[config.mk]
export PLATFORM = sky130hd
export DESIGN_NAME = johnson_div8
export DESIGN_NICKNAME = d
export VERILOG_FILES = /design/src/rtl/jdc_pkg.sv /design/src/rtl/jdc_sync.sv /design/src/rtl/jdc_reset_sync.sv /design/src/rtl/jdc_trigger.sv /design/src/rtl/jdc_core.sv /design/src/rtl/johnson_div8.sv
export SDC_FILE = /design/constraint.sdc
export NUM_CORES = 1
export LEC_CHECK = 0
export ABC_AREA = 1
export BUFFER_PORTS_ARGS = -buffer_cell sky130_fd_sc_hd__buf_2
export CORE_MARGIN = 3
export CORE_UTILIZATION = 50
export DETAILED_ROUTE_END_ITERATION = 10
export GPL_TIMING_DRIVEN = 0
export PLACE_DENSITY = 0.81
export SYNTH_ARGS = -nofsm -noshare
export SYNTH_HDL_FRONTEND = slang
export SYNTH_SLANG_ARGS = --single-unit
[constraint.sdc]
create_clock -name clk -period 2 [get_ports clk]
set_input_delay 0.4 -clock clk [delete_from_list [all_inputs] [get_ports clk]]
set_output_delay 0.4 -clock clk [all_outputs]
set_load 0.01 [all_outputs]
[src/rtl/jdc_pkg.sv]
package jdc_pkg;

  // Number of neighbouring stage pairs whose bits differ.
  function automatic int unsigned jdc_flips(input logic [31:0] q, input int unsigned n);
    int unsigned c;
    c = 0;
    for (int unsigned i = 0; i < 31; i++) begin
      if ((i + 1 < n) && (q[i] != q[i+1])) c++;
    end
    return c;
  endfunction

  // A ring pattern holds at most one boundary between ones and zeros.
  function automatic logic jdc_on_ring(input logic [31:0] q, input int unsigned n);
    return jdc_flips(q, n) <= 1;
  endfunction

  // Next pattern for one count: twisted shift on the ring, otherwise fold to all-zero.
  function automatic logic [31:0] jdc_advance(input logic [31:0] q, input int unsigned n);
    logic [31:0] mask;
    mask = (32'd1 << n) - 32'd1;
    if (jdc_on_ring(q, n)) return ((q << 1) | {31'd0, ~q[n-1]}) & mask;
    return 32'd0;
  endfunction

endpackage

[src/rtl/jdc_sync.sv]
module jdc_sync #(
  parameter int WIDTH = 2,
  parameter int DEPTH = 2
) (
  input  logic             clk,
  input  logic [WIDTH-1:0] din,
  output logic [WIDTH-1:0] level,
  output logic [WIDTH-1:0] prev
);
  logic [DEPTH:0][WIDTH-1:0] pipe;

  for (genvar s = 0; s <= DEPTH; s++) begin : g_stage
    if (s == 0) begin : g_first
      always_ff @(posedge clk) pipe[0] <= din;
    end else begin : g_next
      always_ff @(posedge clk) pipe[s] <= pipe[s-1];
    end
  end

  assign level = pipe[DEPTH-1];
  assign prev  = pipe[DEPTH];
endmodule

[src/rtl/jdc_reset_sync.sv]
module jdc_reset_sync #(
  parameter int DEPTH = 2
) (
  input  logic clk,
  input  logic clear,
  output logic hold
);
  logic [DEPTH-1:0] chain;

  always_ff @(posedge clk or posedge clear) begin
    if (clear) chain <= '1;
    else       chain <= {chain[DEPTH-2:0], 1'b0};
  end

  assign hold = chain[DEPTH-1];
endmodule

[src/rtl/jdc_trigger.sv]
module jdc_trigger (
  input  logic up_now,
  input  logic up_was,
  input  logic dn_now,
  input  logic dn_was,
  output logic rise_hit,
  output logic fall_hit,
  output logic advance
);
  // rising count input is enabled while the other input sits low
  assign rise_hit = up_now & ~up_was & ~dn_now;
  // falling count input is enabled while the other input sits high
  assign fall_hit = dn_was & ~dn_now & up_now;
  assign advance  = rise_hit | fall_hit;
endmodule

[src/rtl/jdc_core.sv]
module jdc_core
  import jdc_pkg::*;
#(
  parameter int N = 4
) (
  input  logic           clk,
  input  logic           clear,
  input  logic           hold,
  input  logic           advance,
  input  logic           seed_we,
  input  logic [N-1:0]   seed_val,
  output logic [2*N-1:0] dec_o,
  output logic           carry_n_o,
  output logic           state_legal
);
  localparam int L = 2 * N;
  localparam logic [L-1:0] DEC_ZERO = L'(1);

  logic [N-1:0] state, state_d;
  logic [L-1:0] dec_d;

  always_comb begin
    if (hold)         state_d = '0;
    else if (seed_we) state_d = seed_val;
    else if (advance) state_d = N'(jdc_advance(32'(state), N));
    else              state_d = state;
  end

  // each select line is one adjacent stage pair of the next pattern
  for (genvar k = 0; k < L; k++) begin : g_dec
    if (k == 0) begin : g_lo
      assign dec_d[k] = ~state_d[N-1] & ~state_d[0];
    end else if (k < N) begin : g_fill
      assign dec_d[k] = state_d[k-1] & ~state_d[k];
    end else if (k == N) begin : g_full
      assign dec_d[k] = state_d[N-1] & state_d[0];
    end else begin : g_drain
      assign dec_d[k] = ~state_d[k-N-1] & state_d[k-N];
    end
  end

  always_ff @(posedge clk or posedge clear) begin
    if (clear) begin
      state     <= '0;
      dec_o     <= DEC_ZERO;
      carry_n_o <= 1'b1;
    end else begin
      state     <= state_d;
      dec_o     <= dec_d;
      carry_n_o <= ~state_d[N-1];
    end
  end

  assign state_legal = jdc_on_ring(32'(state), N);
endmodule

[src/rtl/johnson_div8.sv]
module johnson_div8 #(
  parameter int STAGES     = 4,
  parameter int SYNC_DEPTH = 2,
  parameter int RST_DEPTH  = 2
) (
  input  logic                  clk,
  input  logic                  clear,
  input  logic                  cnt_rise,
  input  logic                  cnt_fall,
  input  logic                  seed_we,
  input  logic [STAGES-1:0]     seed_val,
  output logic [2*STAGES-1:0]   dec_o,
  output logic                  carry_n_o
);
  logic [1:0] lvl_now, lvl_was;
  logic       rst_hold;
  logic       rise_hit, fall_hit, adv;
  logic       state_legal;

  jdc_sync #(.WIDTH(2), .DEPTH(SYNC_DEPTH)) sync_i (
    .clk(clk), .din({cnt_fall, cnt_rise}), .level(lvl_now), .prev(lvl_was)
  );

  jdc_reset_sync #(.DEPTH(RST_DEPTH)) rst_i (
    .clk(clk), .clear(clear), .hold(rst_hold)
  );

  jdc_trigger trig_i (
    .up_now(lvl_now[0]), .up_was(lvl_was[0]),
    .dn_now(lvl_now[1]), .dn_was(lvl_was[1]),
    .rise_hit(rise_hit), .fall_hit(fall_hit), .advance(adv)
  );

  jdc_core #(.N(STAGES)) core_i (
    .clk(clk), .clear(clear), .hold(rst_hold), .advance(adv),
    .seed_we(seed_we), .seed_val(seed_val),
    .dec_o(dec_o), .carry_n_o(carry_n_o), .state_legal(state_legal)
  );
endmodule

==> reports/metrics.yaml <==
die_w_microns: 46.33
cts_tree: "yes"
syn_inst: 84
ys_seq_elements: 21
grt_max_degree: 16
r2r_end: "core_i.dec_o[3]$_DFF_PP0_"
clock-sinks: 21
synth.area.top_cells: "dfrtp_1 34%, dfxtp_1 15%, dfstp_2 13%"
maxCapViolCount: 0
cts.repair.resized: 0
grt_overflow: 0
area_delta_synth_final_pct: 16.00
r2r_start: "core_i.state[1]$_DFF_PP0_"
syn_avg_cell_area_sq_um: 9.682
syn_nets: 94
crit_path_top_delay_cell: "dfrtp_1"
crit_family: "simple AND/OR/NAND/NOR gates"
rrSetupSlack_ns: 0.22
grtUsageTotal_pct: 15.98
crit_chain: "xor2_1, fa_1, inv_1, nand2_1, nand3_1, nand2_1, nand2_1, nand2_2, inv_2, nor2_2"
critical_path_class: "register to register"
portBuffers: 17
cts_setup_buffers: 0
firstDrtPassIters: 4
pwr-share-clk_pct: 24.9
dp.cells: 116
placed_area_sq_um: 917.1
crit_buf_inv: 2
endpoint_kind: "register"
netlist.area_leader.share_pct: 33.85
design.die.area_sq_um: 2146
arrival_ns: 1.97
sw_frac_of_total_pct: 25.71
reg2regPathDepth: 10
synthDistinctLibCells: 18
die_h_microns: 46.33
grt_pass1_wl_microns: 2401
clock.fmax_mhz: 561.6
final.setup.worst_slack_ns: 0.2194
ys_seq_area_share_pct: 61.54
final_cell_mix: "17 x buf_2, 16 x nand2_1, 15 x inv_1"
detail-route-antenna-nets: 0
final_common_cell: "buf_2"
p_per_area_nw_per_um2: 816.7
initial_core_util_pct: 57.47
design_area_sq_um: 943.4
root_buffer: "clkbuf_4"
fin_crit_sh_pct: 89.03
htree_num_levels: 1
layout_min_cycle_time_ns: 1.781
gp_congestion: 0.7605
finalSetupViolCount: 0
maxSlewHeadroom_pct: 65.08
fin_util_pct: 66.67
final.setup.tns_ns: 0
intPower_w: 0.0005724
hold_path_class: "input pin to asynchronous set/reset pin"
drive_gt1_share_pct: 32.38
wirelength_microns: 1364
p_seq_share_pct: 60.6
p_sw_w: 0.0001981
num_antenna_cells: 0
drtIter0Drc: 10
vdd_drop_max_uv: 636.0
synth_warnings: 0
slew_violations: 0
layoutNonFillerInstCount: 120
crit_path_max_fanout: 5
via_count: 581
worstMarginPinSlew_ns: 0.5232
clock_skew_ns: 0.01209
critical_path_required_ns: 2.18
start_kind: "register"
finalNetCount: 116
via_per_inst: 4.842
clkTransAtPathRegs_ns: 0.11
io_pins: 18
finalHoldViolCount: 0
cts_buffers: 3
status: "complete, no violations"
route.detailed.drc: 0
netlist_area_sq_um: 813.3
avgRoutedWirePerCell_microns: 11.37
dpl.hpwl_microns: 1097
core-area_sq_um: 1415
synth_largest_area_cell: "dfrtp_1"
ctsHoldBuffers: 0
crit_path_max_incr_delay_ns: 0.44
grt_pass1_vias: 578
place_ws_ns: 0.2541
clockBufferDepth: 2
insertion_delay_ns: 0.29
row_count: 13
rsz0062_at_grt: "false"
combPwrFrac_pct: 14.4
path_common_cell: "nand2_1"
power.leakage_nw: 0.5502
antenna_found_initial: 0
## power groups by stage
stage                     sequential, W  combinational (W)  clock (W)
after floorplan                0.000482          0.0000688          0
after global placement         0.000475           0.000107          0
after detailed placement       0.000476           0.000112          0
after CTS                      0.000468           0.000113   0.000199
after global routing           0.000470           0.000127   0.000214
final                          0.000467           0.000111   0.000192
## per-stage QoR
stage	hold WS [ns]	total power, W
global placement	0.3103	0.0005821
finish	0.1169	0.0007705
global route	0.1640	0.0008115
CTS	0.1346	0.0007794
floorplan	0.2986	0.0005504
detailed placement	0.3191	0.0005875
## worst max path at each step
| stage | startpoint | to | slack, ns | cells past startpoint |
|---|---|---|---|---|
| after CTS | core_i.state[1]$_DFF_PP0_ | core_i.dec_o[3]$_DFF_PP0_ | 0.23 | 10 |
| final | core_i.state[1]$_DFF_PP0_ | core_i.dec_o[3]$_DFF_PP0_ | 0.22 | 10 |
| after global placement | core_i.state[1]$_DFF_PP0_ | core_i.dec_o[3]$_DFF_PP0_ | 0.32 | 10 |
| after detailed placement | core_i.state[1]$_DFF_PP0_ | core_i.dec_o[3]$_DFF_PP0_ | 0.25 | 10 |
| after global routing | core_i.state[1]$_DFF_PP0_ | core_i.dec_o[3]$_DFF_PP0_ | 0.12 | 10 |
| after floorplan | core_i.state[1]$_DFF_PP0_ | core_i.dec_o[3]$_DFF_PP0_ | 0.42 | 10 |
## per-layer routing
| metal | part of all wire [%] | wire length, microns | global-route usage, % |
|---|---|---|---|
| met1 | 42 | 574 | 19.90 |
| met2 | 51 | 701 | 25.55 |
| met4 | 2.0 | 27 | 8.523 |
| met5 | 0 | 0 | 0 |
| met3 | 4.4 | 60 | 3.516 |
## worst reg2reg max path: cells and delay by family (launching register included)
family / cells / cell delay (ns)
AND/OR/NAND/NOR: 6 / 0.44
flip-flops: 1 / 0.44
adder cells (fa/ha/maj): 1 / 0.44
buffers and inverters: 2 / 0.18
XOR/XNOR: 1 / 0.18
## synth_stat cells
cell type  number
inv_2           2
dfxtp_1         6
fa_1            1
dfstp_2         4
nor2_1          6
or2_1           1
dfrtp_1        11
nand2_2         4
nand2_1        16
nor2_2          2
nor2_4          1
o21ai_0         1
nand2_4         1
nand3_1         7
xor2_1          3
conb_1          1
o21ai_1         2
inv_1          15
## layout make-up
| class | count | area, sq um |
|---|---|---|
| multi-input cells | 46 | 249.0 |
| repair buffers | 17 | 85.08 |
| clock buffers | 4 | 26.28 |
| well taps | 15 | 18.77 |
| fillers | 108 | 471.7 |
| inverters | 17 | 63.81 |
| flip-flops and latches | 21 | 500.5 |
## state kept, by name, summed over array words and instances (netlist names)
register          cells
rst_i.chain           2
core_i.carry_n_o      1
core_i.dec_o          8
sync_i.level          2
sync_i.prev           2
sync_i.pipe           2
core_i.state          4
## cell families after synthesis
| kind of cell | after synthesis | synth area share [%] |
|---|---|---|
| simple gates | 38 | 22.61 |
| flops | 21 | 61.54 |
| xor+xnor | 3 | 3.231 |
| buf+inv | 17 | 7.846 |
| other cells | 1 | 0.4611 |
| fa+ha+maj | 1 | 2.462 |
| compound gates | 3 | 1.846 |
Power figures use the tool's default switching activity.
